==> config.mk <==
export PLATFORM = sky130hd
export DESIGN_NAME = kbclk_periph
export DESIGN_NICKNAME = d
export VERILOG_FILES = /design/src/rtl/kbclk_pkg.sv /design/src/rtl/kbclk_decode.sv /design/src/rtl/kbclk_counter.sv /design/src/rtl/kbclk_keyport.sv /design/src/rtl/kbclk_periph.sv
export SDC_FILE = /design/constraint.sdc
export NUM_CORES = 1
export LEC_CHECK = 0
export BUFFER_PORTS_ARGS = -buffer_cell sky130_fd_sc_hd__buf_2
export CORE_ASPECT_RATIO = 1.2
export CORE_UTILIZATION = 42
export DETAILED_ROUTE_END_ITERATION = 12
export MAX_ROUTING_LAYER = met4
export PLACE_DENSITY = 0.78
export SLEW_MARGIN = 20
export SYNTH_ARGS = -nofsm -noshare
export SYNTH_HDL_FRONTEND = slang
export SYNTH_HIERARCHICAL = 1
export SYNTH_SLANG_ARGS = --single-unit
export TNS_END_PERCENT = 50
==> constraint.sdc <==
create_clock -name clk -period 1.75 [get_ports clk]
set_input_delay 0.0875 -clock clk [delete_from_list [all_inputs] [get_ports clk]]
set_output_delay 0.0875 -clock clk [all_outputs]
set_load 0.05 [all_outputs]
==> src/rtl/kbclk_pkg.sv <==
package kbclk_pkg;
  // Which address windows the current access hits
  typedef struct packed {
    logic clr;
    logic step;
    logic off;
    logic pulse;
  } acc_hit_t;

  // True when addr lies in the window starting at base with ign low bits ignored
  function automatic logic in_window(input logic [15:0] addr,
                                     input logic [15:0] base,
                                     input int unsigned ign);
    logic [15:0] diff;
    diff = (addr ^ base) >> ign;
    return diff == 16'h0000;
  endfunction
endpackage

==> src/rtl/kbclk_decode.sv <==
module kbclk_decode
  import kbclk_pkg::*;
#(
  parameter int unsigned ADDR_W     = 16,
  parameter logic [15:0] CLR_BASE   = 16'h2800,
  parameter logic [15:0] STEP_BASE  = 16'h3000,
  parameter logic [15:0] OFF_BASE   = 16'h2E00,
  parameter logic [15:0] PULSE_BASE = 16'h2C00,
  parameter int unsigned CNT_IGN    = 10,
  parameter int unsigned STB_IGN    = 9
) (
  input  logic              valid,
  input  logic [ADDR_W-1:0] addr,
  output acc_hit_t          hit
);
  logic [15:0] a16;

  assign a16 = 16'(addr);

  always_comb begin
    hit       = '0;
    hit.clr   = valid && in_window(a16, CLR_BASE, CNT_IGN);
    hit.step  = valid && in_window(a16, STEP_BASE, CNT_IGN);
    hit.off   = valid && in_window(a16, OFF_BASE, STB_IGN);
    hit.pulse = valid && in_window(a16, PULSE_BASE, STB_IGN);
  end
endmodule

==> src/rtl/kbclk_counter.sv <==
module kbclk_counter #(
  parameter int unsigned CNT_W = 13
) (
  input  logic             clk,
  input  logic             rst,
  input  logic             clr,
  input  logic             step,
  output logic [CNT_W-1:0] cnt_q
);
  // Clear wins over step; the modulo-2^CNT_W wrap is the natural add overflow
  always_ff @(posedge clk) begin
    if (rst || clr) begin
      cnt_q <= '0;
    end else if (step) begin
      cnt_q <= cnt_q + 1'b1;
    end
  end
endmodule

==> src/rtl/kbclk_keyport.sv <==
module kbclk_keyport #(
  parameter int unsigned LINES  = 7,
  parameter int unsigned KEYS   = 5,
  localparam int unsigned NKEY  = LINES * KEYS,
  localparam int unsigned PORT_W = KEYS + 3
) (
  input  logic              clk,
  input  logic              rst,
  input  logic [LINES-1:0]  scan_n,
  input  logic [NKEY-1:0]   key_down,
  input  logic              onclr,
  input  logic              batt_low,
  input  logic              wake_bit,
  output logic [PORT_W-1:0] port_q
);
  logic [KEYS-1:0] col_hit;

  // A column reads pressed when any key in it sits on an active line
  for (genvar k = 0; k < KEYS; k++) begin : g_col
    logic [LINES-1:0] per_line;
    for (genvar l = 0; l < LINES; l++) begin : g_line
      assign per_line[l] = key_down[l*KEYS + k] & ~scan_n[l];
    end
    assign col_hit[k] = |per_line;
  end

  always_ff @(posedge clk) begin
    if (rst) begin
      port_q <= '1;
    end else begin
      port_q <= {~onclr, ~col_hit, wake_bit, ~batt_low};
    end
  end
endmodule

==> src/rtl/kbclk_periph.sv <==
module kbclk_periph
  import kbclk_pkg::*;
#(
  parameter int unsigned ADDR_W     = 16,
  parameter int unsigned CNT_W      = 13,
  parameter int unsigned LINES      = 7,
  parameter int unsigned KEYS       = 5,
  parameter logic [15:0] CLR_BASE   = 16'h2800,
  parameter logic [15:0] STEP_BASE  = 16'h3000,
  parameter logic [15:0] OFF_BASE   = 16'h2E00,
  parameter logic [15:0] PULSE_BASE = 16'h2C00,
  parameter int unsigned CNT_IGN    = 10,
  parameter int unsigned STB_IGN    = 9,
  localparam int unsigned NKEY      = LINES * KEYS,
  localparam int unsigned PORT_W    = KEYS + 3
) (
  input  logic              clk,
  input  logic              rst,
  input  logic              acc_valid,
  input  logic [ADDR_W-1:0] acc_addr,
  input  logic [NKEY-1:0]   key_down,
  input  logic              onclr,
  input  logic              batt_low,
  output logic [LINES-1:0]  scan_n,
  output logic [PORT_W-1:0] port_q,
  output logic              pwr_off,
  output logic              pulse_en
);
  acc_hit_t         hit;
  logic [CNT_W-1:0] cnt_q;

  kbclk_decode #(
    .ADDR_W(ADDR_W), .CLR_BASE(CLR_BASE), .STEP_BASE(STEP_BASE),
    .OFF_BASE(OFF_BASE), .PULSE_BASE(PULSE_BASE),
    .CNT_IGN(CNT_IGN), .STB_IGN(STB_IGN)
  ) u_dec (
    .valid(acc_valid),
    .addr (acc_addr),
    .hit  (hit)
  );

  kbclk_counter #(.CNT_W(CNT_W)) u_cnt (
    .clk  (clk),
    .rst  (rst),
    .clr  (hit.clr),
    .step (hit.step),
    .cnt_q(cnt_q)
  );

  assign scan_n = cnt_q[LINES-1:0];

  kbclk_keyport #(.LINES(LINES), .KEYS(KEYS)) u_port (
    .clk     (clk),
    .rst     (rst),
    .scan_n  (scan_n),
    .key_down(key_down),
    .onclr   (onclr),
    .batt_low(batt_low),
    .wake_bit(cnt_q[CNT_W-1]),
    .port_q  (port_q)
  );

  // Single-cycle registered strobes
  always_ff @(posedge clk) begin
    if (rst) begin
      pwr_off  <= 1'b0;
      pulse_en <= 1'b0;
    end else begin
      pwr_off  <= hit.off;
      pulse_en <= hit.pulse;
    end
  end
endmodule

==> results of run 1 <==
worst min-delay path by stage:
stage / slack [ns] / cells past startpoint / end
after floorplan: 0.16 / 1 / pulse_en$_SDFF_PP0_
after global placement: 0.26 / 2 / u_port/port_q[0]$_SDFF_PP1_
after detailed placement: 0.26 / 2 / u_port/port_q[7]$_SDFF_PP1_
after CTS: 0.06 / 3 / pulse_en$_SDFF_PP0_
after global routing: 0.06 / 3 / pulse_en$_SDFF_PP0_
final: 0.07 / 3 / pulse_en$_SDFF_PP0_
cells in the final DEF (no fill, tap or decap), types with 5 or more instances in the layout:
master,Yosys,layout
sky130_fd_sc_hd__dfxtp_1,23,21
sky130_fd_sc_hd__inv_1,6,6
sky130_fd_sc_hd__a222oi_1,5,5
sky130_fd_sc_hd__a22oi_1,5,5
sky130_fd_sc_hd__nor2_1,6,6
sky130_fd_sc_hd__nand2b_1,7,7
sky130_fd_sc_hd__nand2_1,10,10
sky130_fd_sc_hd__a21oi_1,5,5
sky130_fd_sc_hd__buf_2,0,63
sequential cells by signal, summed over array words and instances, names as in the netlist:
register / cells
u_port/port_q: 8
pwr_off: 1
u_cnt/cnt_q: 13
pulse_en: 1
through the flow:
step | instance area [µm²] | std cells
after detailed placement | 1500 | 216
after global routing | 1540 | 222
after global placement | 1500 | 216
after floorplan | 1150 | 121
after CTS | 1540 | 222
final | 1540 | 222
kinds of logic (layout without fill, tap and decap cells):
group | Yosys count | in the layout | synth area share
AOI/OAI and AO/OA | 26 | 26 | 0.180
xor gates and xnor gates | 4 | 4 | 0.0306
adders and majority gates | 1 | 1 | 0.0109
buffers and inverters | 11 | 79 | 0.0459
DFF | 23 | 23 | 0.402
muxes | 4 | 4 | 0.0350
and+or+nand+nor | 52 | 52 | 0.295
power by group through the flow:
stage	Clock (mW)	Combinational [mW]	Sequential [mW]
after floorplan	0	0.0365	0.585
after detailed placement	0	0.148	0.548
after CTS	0.241	0.151	0.537
final	0.236	0.150	0.536
after global placement	0	0.144	0.548
after global routing	0.265	0.162	0.538
final cells by class:
type,count,area share
inverters,8,0.0195
flip-flops and latches,23,0.300
multi-input cells,87,0.410
well taps,33,0.0268
repair buffers,67,0.227
clock buffers,4,0.0170
critical path: stages, from the launching register on:
cell and delay, ns:
sky130_fd_sc_hd__dfxtp_2 0.47, sky130_fd_sc_hd__ha_1 0.24, sky130_fd_sc_hd__nand2_2 0.12, sky130_fd_sc_hd__or4_1 0.51, sky130_fd_sc_hd__a21oi_1 0.14
metal layers:
layer / GRT usage / vias up
met4: 0.0735 / 0
met5: - / -
met1: 0.202 / 539
met2: 0.375 / 66
met3: 0.0410 / 4
li1: - / 594
==> summary.md, run 1 <==
- number of enable-type register cells in the synthesized netlist: 0
- DR pass1 iterations: 4
- fraction of power consumed by combinational cells: 0.163
- Period minus WS final: 1.54 ns
- pin count of the biggest net entering global routing: 16
- final core utilization: 0.604
- fraction of the yosys area taken by sequential cells: 0.402
- Startpoint Class: flip-flop
- overall fraction of global-route tracks in use: 0.199
- IO Port Bufs: 63
- DP HPWL: 2200 µm
- worst slack at placement: 0.0441 ns
- async set-or-reset flop fraction in the synthesized netlist: 0
- Total Negative Setup Slacks: 0 ns
- number of nets at the end of the flow: 247
- cell internal pwr: 0.692 mW
- die span in x: 49.7 µm
- classification of the worst setup path: flip-flop to flip-flop
- clock buffer count from CTS: 3
- number of hold violations in the final report: 0
- clock input transition at the sequential cells of the worst setup and hold paths: 0.12 ns
- Mapped Nets: 178
- dominant synthesized flop cell: sky130_fd_sc_hd__dfxtp_1
- drt drc: 0
- starting density of the core: 0.449
- Detailed Route Iter0 Violations: 45
- setup clock skew after layout: 0.00700 ns
- placer's final routability congestion estimate: 0.770
- deepest level of the CTS H-tree: 1
- CTS tree: done
- area of combinational cells with multiple inputs: 632 µm²
- number of cells traversed by the worst register-to-register path: 4
- switching power as a share of total power: 0.250
- arrival time of data at the critical path endpoint: 1.78 ns
- post-CTS setup buffers: 0
- Die Outline Area: 0.00294 mm²
- worst relative slew slack: 0.694
- summed instance area of the synthesized netlist: 0.00114 mm²
- total number of clock tree sinks: 23
- global-route wire length before repair: 4380 µm
- count of nets left with antenna violations after detail routing: 0
- residual overflow from global routing: 0
- number of placement rows: 20
- count of cells resized by post-cts repair: 0
- number of fill cells: 233
- antenna violations before repair: 0
- layout cell share with drive strength beyond 1: 0.423
- proportion of power drawn by the clock network: 0.256
- fmax: 0.651 GHz
- outcome: completed
- Setup violations, final: 0
- Worst setup endpoint: u_cnt/cnt_q[8]$_SDFFE_PP0P_
- required time at the worst-slack endpoint: 2.00 ns
- Yosys top cell area share: 0.402
- post-cts hold buffer count: 2
- Synth Warn #: 6
- source of the worst hold timing path: acc_addr[9]
- drt total wl: 2820 µm
- end of the worst register-to-register path: u_cnt/cnt_q[8]$_SDFFE_PP0P_
- Met3 Wirelength: 253 µm
- die height: 59.2 µm
- Avg Cell Area, Syn: 9.46 µm²
- post-synthesis sequential element count: 23
- leading area contributor after synthesis: sky130_fd_sc_hd__dfxtp_1
- Critical Path End Type: flip-flop
- power density of the placed cells: 598 mW/mm²
- setup slack after layout: 0.213 ns
- number of buffers on the longest clock path: 2
- CP Max Fanout: 10
- number of vias per cell: 5.42
- drt wl/cell: 12.7 µm
- Critical Path Start: u_cnt/cnt_q[0]$_SDFFE_PP0P_
- ratio of final minimum period to clock period: 0.878
- Antenna diodes: 0
- Core Box Area: 0.00255 mm²
- synthesis-to-finish area growth: 34.8%
- routed metal-1 wire length: 1130 µm
- Reg2Reg Launch Point: u_cnt/cnt_q[0]$_SDFFE_PP0P_
- min-delay worst type: input pin to flip-flop
- switching power of the nets: 0.231 mW
- Flop pwr share: 0.581
- cell count after synthesis: 121
- top layer in use: met4
- max-slew violations: 0
- Total Power Consumption: 0.923 mW
- Peak VDD IR: 0.000422 V
- cell at the root of the clock tree: sky130_fd_sc_hd__clkbuf_4
- Least-Margin Pin Slew: 0.455 ns
- via count of the first global-routing pass: 1084
- wire length on met2: 1390 µm
- RSZ-0062 raised after global routing: no
- Hold Worst Slack: 0.0685 ns
- cell with the most instances after synthesis: sky130_fd_sc_hd__dfxtp_1
- Pleak: 0.678 nW
- insertion delay of the later-clocked pin in the worst-skew pair: 0.30 ns
- top cells by count, synth: sky130_fd_sc_hd__dfxtp_1, sky130_fd_sc_hd__nand2_1, sky130_fd_sc_hd__nand2b_1
- count of pins on the block boundary: 73
- reg-to-reg setup timing slack: 0.21 ns
- unique cell type count in the Yosys netlist: 33
- number of vias after detailed routing: 1203
- max-capacitance violation count: 0
- sequential standard cell area: 463 µm²
- leading post-synthesis cells by cell area: sky130_fd_sc_hd__dfxtp_1, sky130_fd_sc_hd__a222oi_1, sky130_fd_sc_hd__nand2b_1, sky130_fd_sc_hd__a41o_1, sky130_fd_sc_hd__mux2i_1
No activity file was read; power rests on OpenSTA's default activity.
==> run 2: changes to the inputs <==
--- a/config.mk
+++ b/config.mk
@@ -10,7 +10,7 @@
 export CORE_UTILIZATION = 42
 export DETAILED_ROUTE_END_ITERATION = 12
 export MAX_ROUTING_LAYER = met4
-export PLACE_DENSITY = 0.78
+export PLACE_DENSITY = 0.84
 export SLEW_MARGIN = 20
 export SYNTH_ARGS = -nofsm -noshare
 export SYNTH_HDL_FRONTEND = slang
==> summary.md, run 2 (synthesis gave the netlist of run 1 again) <==
- power density of the placed cells: 600 mW/mm², +0.35%
- starting density of the core: 0.449, unchanged
- classification of the worst setup path: flip-flop to flip-flop
- Die Outline Area: 0.00294 mm², unchanged
- cell total after placement: 216, unchanged
- number of vias after detailed routing: 1214, +0.91%
- register with the highest flop count: u_cnt/cnt_q
- Critical Path Start: u_cnt/cnt_q[0]$_SDFFE_PP0P_
- CP Max Fanout: 10, unchanged
- source of the worst hold timing path: acc_addr[9]
- residual overflow from global routing: 0, unchanged
- Top Registers: u_cnt/cnt_q: 13 flops, u_port/port_q: 8 flops
- GR Util met1: 0.211, +0.00920
- Setup violations, final: 0, unchanged
- DP HPWL: 2340 µm, +6.6%
- Reg2Reg Launch Point: u_cnt/cnt_q[0]$_SDFFE_PP0P_
- worst path cell trace: ha_1, nand2_2, or4_1, a21oi_1
- fmax: 0.644 GHz, -1.1%
- Detailed Route Iter0 Violations: 59, +31%
- cell internal pwr: 0.691 mW, about the same
- drt total wl: 3030 µm, +7.6%
- final core utilization: 0.604, unchanged
- CTS tree: done
- Startpoint Class: flip-flop
- fraction of power consumed by combinational cells: 0.164, about the same
- Least-Margin Pin Slew: 0.475 ns, +0.0195 ns
- outcome: completed
- insertion delay of the later-clocked pin in the worst-skew pair: 0.30 ns, about the same
- required time at the worst-slack endpoint: 1.99 ns, about the same
- number of placement rows: 20, unchanged
- drt wl/cell: 13.7 µm, +7.6%
- Cell Count, Final, Fillers Out: 222, unchanged
- sequential standard cell area: 463 µm², unchanged
- ratio of final minimum period to clock period: 0.888, +0.00989
- global-route track usage on met2: 0.425, +0.0502
- Pleak: 0.680 nW, +0.18%
- die span in x: 49.7 µm, unchanged
- IO Port Bufs: 63, unchanged
- pin count of the biggest net entering global routing: 16, unchanged
- setup clock skew after layout: 0.00432 ns, -0.00268 ns
- proportion of power drawn by the clock network: 0.257, about the same
- Antenna diodes: 0, unchanged
- overall fraction of global-route tracks in use: 0.216, +0.0167
- DR pass1 iterations: 6, +2
- placer's final routability congestion estimate: 0.790, +2.6%
- count of pins on the block boundary: 73, unchanged
- Flop pwr share: 0.579, -0.002
- CP bufs+invs: 0, unchanged
- number of hold violations in the final report: 0, unchanged
- number of nets at the end of the flow: 247, unchanged
- total number of clock tree sinks: 23, unchanged
- gate family responsible for the most delay along the worst path: simple AND/OR/NAND/NOR gates
- switching power as a share of total power: 0.254, +0.00321
- Period minus WS final: 1.55 ns, +0.0173 ns
- Total Power Consumption: 0.926 mW, +0.35%
- busiest metal layer after global routing: met2
- flip-flop count of the largest register, all copies and words added: 13, unchanged
- layout cell share with drive strength beyond 1: 0.423, unchanged
- die height: 59.2 µm, unchanged
- count of nets left with antenna violations after detail routing: 0, unchanged
- clock input transition at the sequential cells of the worst setup and hold paths: 0.12 ns, about the same
- RSZ-0062 raised after global routing: no
- clock buffer count from CTS: 3, unchanged
- Critical Path End Type: flip-flop
- Core Box Area: 0.00255 mm², unchanged
- deepest level of the CTS H-tree: 1, unchanged
- met3 Resource Use GR: 0.0359, -0.00513
- number of fill cells: 237, +1.7%
- antenna violations before repair: 0, unchanged
- arrival time of data at the critical path endpoint: 1.80 ns, +0.02 ns
- synthesis-to-finish area growth: 34.8%, unchanged
- number of buffers on the longest clock path: 2, unchanged
- Peak VDD IR: 0.000425 V, +0.52%
- global-route wire length before repair: 4740 µm, +8.2%
- leading cell types in the layout, fill and taps excluded: sky130_fd_sc_hd__buf_2, sky130_fd_sc_hd__dfxtp_1, sky130_fd_sc_hd__nand2_1
- cell at the root of the clock tree: sky130_fd_sc_hd__clkbuf_4
- most frequent standard cell in the layout excluding fill and tap cells: sky130_fd_sc_hd__buf_2
- number of vias per cell: 5.47, +0.91%
- max-slew violations: 0, unchanged
- max-capacitance violation count: 0, unchanged
- min-delay worst type: input pin to flip-flop
- area of combinational cells with multiple inputs: 632 µm², unchanged
- Largest stage delay, worst path: 0.52 ns, about the same
- via count of the first global-routing pass: 1159, +6.9%
- switching power of the nets: 0.235 mW, +1.6%
- crit path max-delay cell type: sky130_fd_sc_hd__or4_1
- drt drc: 0, unchanged
- worst relative slew slack: 0.684, -0.0106
[run 2: cell counts in the layout (fill, tap and decap cells not counted)]
No cell type changed its count.
[run 2: final cells by class]
cell class,instances,area share
timing repair buffer,67,0.227
sequential,23,0.300
tap,33,0.0268
multi-input combinational,87,0.410
inverter,8,0.0195
clock buffer,4,0.0170
[run 2: metal layers]
layer | share of wire | routed length, µm | vias up
met2 | 0.51 | 1550 | 71
met3 | 0.082 | 248 | 6
met4 | 0.015 | 46 | 0
li1 | - | - | 590
met1 | 0.39 | 1180 | 547
met5 | 0 | 0 | -
[run 2: worst reg2reg max path, stage by stage (launching register included)]
cell and delay, ns:
sky130_fd_sc_hd__dfxtp_2 0.46, sky130_fd_sc_hd__ha_1 0.24, sky130_fd_sc_hd__nand2_2 0.11, sky130_fd_sc_hd__or4_1 0.52, sky130_fd_sc_hd__a21oi_1 0.16
[run 2: power groups by stage]
stage / combinational (mW) / sequential (mW) / clock (mW)
3_5_place_dp: 0.148 / 0.548 / 0
5_1_grt: 0.161 / 0.538 / 0.271
4_1_cts: 0.151 / 0.536 / 0.248
6_report: 0.152 / 0.536 / 0.238
2_1_floorplan: 0.0365 / 0.585 / 0
3_3_place_gp: 0.144 / 0.548 / 0
[run 2: through the flow]
step	setup WS [ns]	hold slack, ns	cell area (µm²)	TNS [ns]
after detailed placement	-0.0419	0.259	1500	-0.102
after CTS	0.218	0.0714	1540	0
after global placement	0.0511	0.268	1500	0
final	0.196	0.0774	1540	0
after global routing	0.136	0.0644	1540	0
after floorplan	0.0999	0.159	1150	0
[run 2: path summary, 6_finish.rpt]
check | to | slack, ns | depth (start not counted)
min | pulse_en$_SDFF_PP0_ | 0.08 | 3
max | u_cnt/cnt_q[8]$_SDFFE_PP0P_ | 0.20 | 4
max reg2reg | u_cnt/cnt_q[8]$_SDFFE_PP0P_ | 0.20 | 4
min reg2reg | u_cnt/cnt_q[12]$_SDFFE_PP0P_ | 0.48 | 2
[run 2: repair_timing]
action / CTS / global route
buffers inserted: 0 / 0
endpoints found under the hold margin: 2 / 0
gates resized for setup: 0 / 0
hold buffers: 2 / 0
==> run 3: changes to the inputs <==
--- a/config.mk
+++ b/config.mk
@@ -7,10 +7,10 @@
 export LEC_CHECK = 0
 export BUFFER_PORTS_ARGS = -buffer_cell sky130_fd_sc_hd__buf_2
 export CORE_ASPECT_RATIO = 1.2
-export CORE_UTILIZATION = 42
+export CORE_UTILIZATION = 45
 export DETAILED_ROUTE_END_ITERATION = 12
 export MAX_ROUTING_LAYER = met4
-export PLACE_DENSITY = 0.84
+export PLACE_DENSITY = 0.89
 export SLEW_MARGIN = 20
 export SYNTH_ARGS = -nofsm -noshare
 export SYNTH_HDL_FRONTEND = slang
==> constraint.sdc (replaced) <==
create_clock -name clk -period 1.95 [get_ports clk]
set_input_delay 0.0975 -clock clk [delete_from_list [all_inputs] [get_ports clk]]
set_output_delay 0.0975 -clock clk [all_outputs]
set_load 0.05 [all_outputs]
==> summary.md, run 3 (synthesis gave the netlist of run 1 again) <==
- outcome: completed
- synthesis-to-finish area growth: 35.0%
- Setup violations, final: 0, unchanged
- proportion of power drawn by the clock network: 0.258, about the same
- DP HPWL: 2370 µm, +1.0%
- die span in x: 48.0 µm, -3.3%
- antenna violations before repair: 0, unchanged
- residual overflow from global routing: 0, unchanged
- Die Outline Area: 0.00275 mm², -6.4%
- count of pins on the block boundary: 73, unchanged
- CTS tree: done
- Startpoint Class: flip-flop
- Antenna diodes: 0, unchanged
- area post-placement: 0.00150 mm², +0.17%
- global-route wire length before repair: 4420 µm, -6.7%
- flip-flop count of the largest register, all copies and words added: 13, unchanged
- cell internal pwr: 0.621 mW, -10%
- register with the highest flop count: u_cnt/cnt_q
- number of hold violations in the final report: 0, unchanged
- number of placement rows: 19, -5.0%
- source of the worst hold timing path: acc_addr[9]
- number of vias after detailed routing: 1242, +2.3%
- Hold Worst Slack: 0.0710 ns, -0.00636 ns
- total number of clock tree sinks: 23, unchanged
- placer's final routability congestion estimate: 0.813, +2.9%
- die height: 57.3 µm, -3.3%
- Total Negative Setup Slacks: 0 ns, unchanged
- leading cell types in the layout, fill and taps excluded: sky130_fd_sc_hd__buf_2, sky130_fd_sc_hd__dfxtp_1, sky130_fd_sc_hd__nand2_1
- classification of the worst setup path: flip-flop to flip-flop
- Least-Margin Pin Slew: 0.463 ns, -0.0121 ns
- Top Registers: u_cnt/cnt_q: 13 flops, u_port/port_q: 8 flops
- fmax: 0.663 GHz, +3.0%
- drt wl/cell: 13.7 µm, +0.35%
- setup clock skew after layout: 0.00899 ns, +0.00467 ns
- clock buffer count from CTS: 3, unchanged
- DR pass1 iterations: 4, -2
- Core Box Area: 0.00235 mm², -7.8%
- number of fill cells: 230, -3.0%
- Total Power Consumption: 0.831 mW, -10%
- switching power of the nets: 0.211 mW, -10%
- cell at the root of the clock tree: sky130_fd_sc_hd__clkbuf_4
- number of vias per cell: 5.62, +2.8%
- starting density of the core: 0.486, +0.0379
- pin count of the biggest net entering global routing: 16, unchanged
- min-delay worst type: input pin to flip-flop
- RSZ-0062 raised after global routing: no
- clock input transition at the sequential cells of the worst setup and hold paths: 0.12 ns, about the same
- Pleak: 0.684 nW, +0.65%
- Period minus WS final: 1.51 ns, -0.0450 ns
- layout cell share with drive strength beyond 1: 0.416, -0.00749
- final design instance area without fill: 0.00155 mm², +0.16%
- Peak VDD IR: 0.000498 V, +17%
- max-slew violations: 0, unchanged
- required time at the worst-slack endpoint: 2.21 ns, +0.22 ns
- fraction of power consumed by combinational cells: 0.163, about the same
- IO Port Bufs: 63, unchanged
- Reg2Reg Launch Point: u_cnt/cnt_q[2]$_SDFFE_PP0P_
- drt drc: 0, unchanged
- area of combinational cells with multiple inputs: 632 µm², unchanged
- count of nets left with antenna violations after detail routing: 0, unchanged
- deepest level of the CTS H-tree: 1, unchanged
- number of buffers on the longest clock path: 2, unchanged
- ratio of final minimum period to clock period: 0.774, -0.114
- via count of the first global-routing pass: 1118, -3.5%
- overall fraction of global-route tracks in use: 0.235, +0.0186
- power density of the placed cells: 538 mW/mm², -10%
- insertion delay of the later-clocked pin in the worst-skew pair: 0.32 ns, +0.02 ns
- Critical Path Start: u_cnt/cnt_q[2]$_SDFFE_PP0P_
- worst relative slew slack: 0.692, +0.00804
- switching power as a share of total power: 0.253, -0.000320
- Detailed Route Iter0 Violations: 35, -41%
- drt total wl: 3030 µm, about the same
- count of cells resized by post-cts repair: 0, unchanged
- Flop pwr share: 0.579, about the same
- number of nets at the end of the flow: 248, +0.40%
- CP Max Fanout: 13, +3
- sequential standard cell area: 460 µm², -0.54%
- arrival time of data at the critical path endpoint: 1.77 ns, -0.03 ns
- max-capacitance violation count: 0, unchanged
- most frequent standard cell in the layout excluding fill and tap cells: sky130_fd_sc_hd__buf_2
- Critical Path End Type: flip-flop
==> run 3: cell types whose count changed in the layout (fill, tap and decap cells not counted) <==
cell                      previous run  this run
sky130_fd_sc_hd__dfxtp_2             2         0
sky130_fd_sc_hd__dfxtp_1            21        23
sky130_fd_sc_hd__buf_4               2         3
==> run 3: what timing repair did <==
item	in CTS	in global routing
hold buffers	2	0
endpoints found under the hold margin	2	0
setup buffers	0	0
endpoints found under the setup margin	0	0
==> run 3: final timing paths <==
check                                      to  slack, ns  depth (start not counted)
setup / recovery  u_cnt/cnt_q[9]$_SDFFE_PP0P_       0.44                          3
hold / removal            pulse_en$_SDFF_PP0_       0.07                          3
setup reg to reg  u_cnt/cnt_q[9]$_SDFFE_PP0P_       0.44                          3
hold reg to reg   u_port/port_q[1]$_SDFF_PP1_       0.48                          1
==> run 3: per-stage QoR <==
step,worst slack [ns],std cells,util
floorplan,0.0865,121,-
global placement,0.235,215,0.637
detailed placement,0.149,215,0.637
CTS,0.426,221,0.657
global route,0.315,221,0.657
finish,0.441,221,0.657
==> run 3: layout make-up <==
type	count	area share
multi-input combinational	87	0.409
sequential	23	0.298
timing repair buffer	68	0.232
tap	31	0.0251
inverter	8	0.0194
clock buffer	4	0.0170
==> run 3: worst max-delay path, stage by stage (launching register included) <==
cell and delay [ns]:
sky130_fd_sc_hd__dfxtp_1 0.49, sky130_fd_sc_hd__nand3_2 0.27, sky130_fd_sc_hd__or4_1 0.55, sky130_fd_sc_hd__a21oi_1 0.15
==> run 3: power by group through the flow <==
stage                     logic (mW)  clock network [mW]  registers, mW
after global placement         0.128                   0          0.491
after global routing           0.146               0.247          0.482
after floorplan               0.0327                   0          0.525
after detailed placement       0.132                   0          0.492
final                          0.136               0.215          0.481
after CTS                      0.135               0.223          0.481
==> run 3: routing by layer <==
metal	track usage	vias to the layer above	routed length [µm]
met4	0.0952	0	55
met3	0.0285	4	258
li1	-	595	-
met2	0.454	78	1590
met5	-	-	0
met1	0.208	565	1120
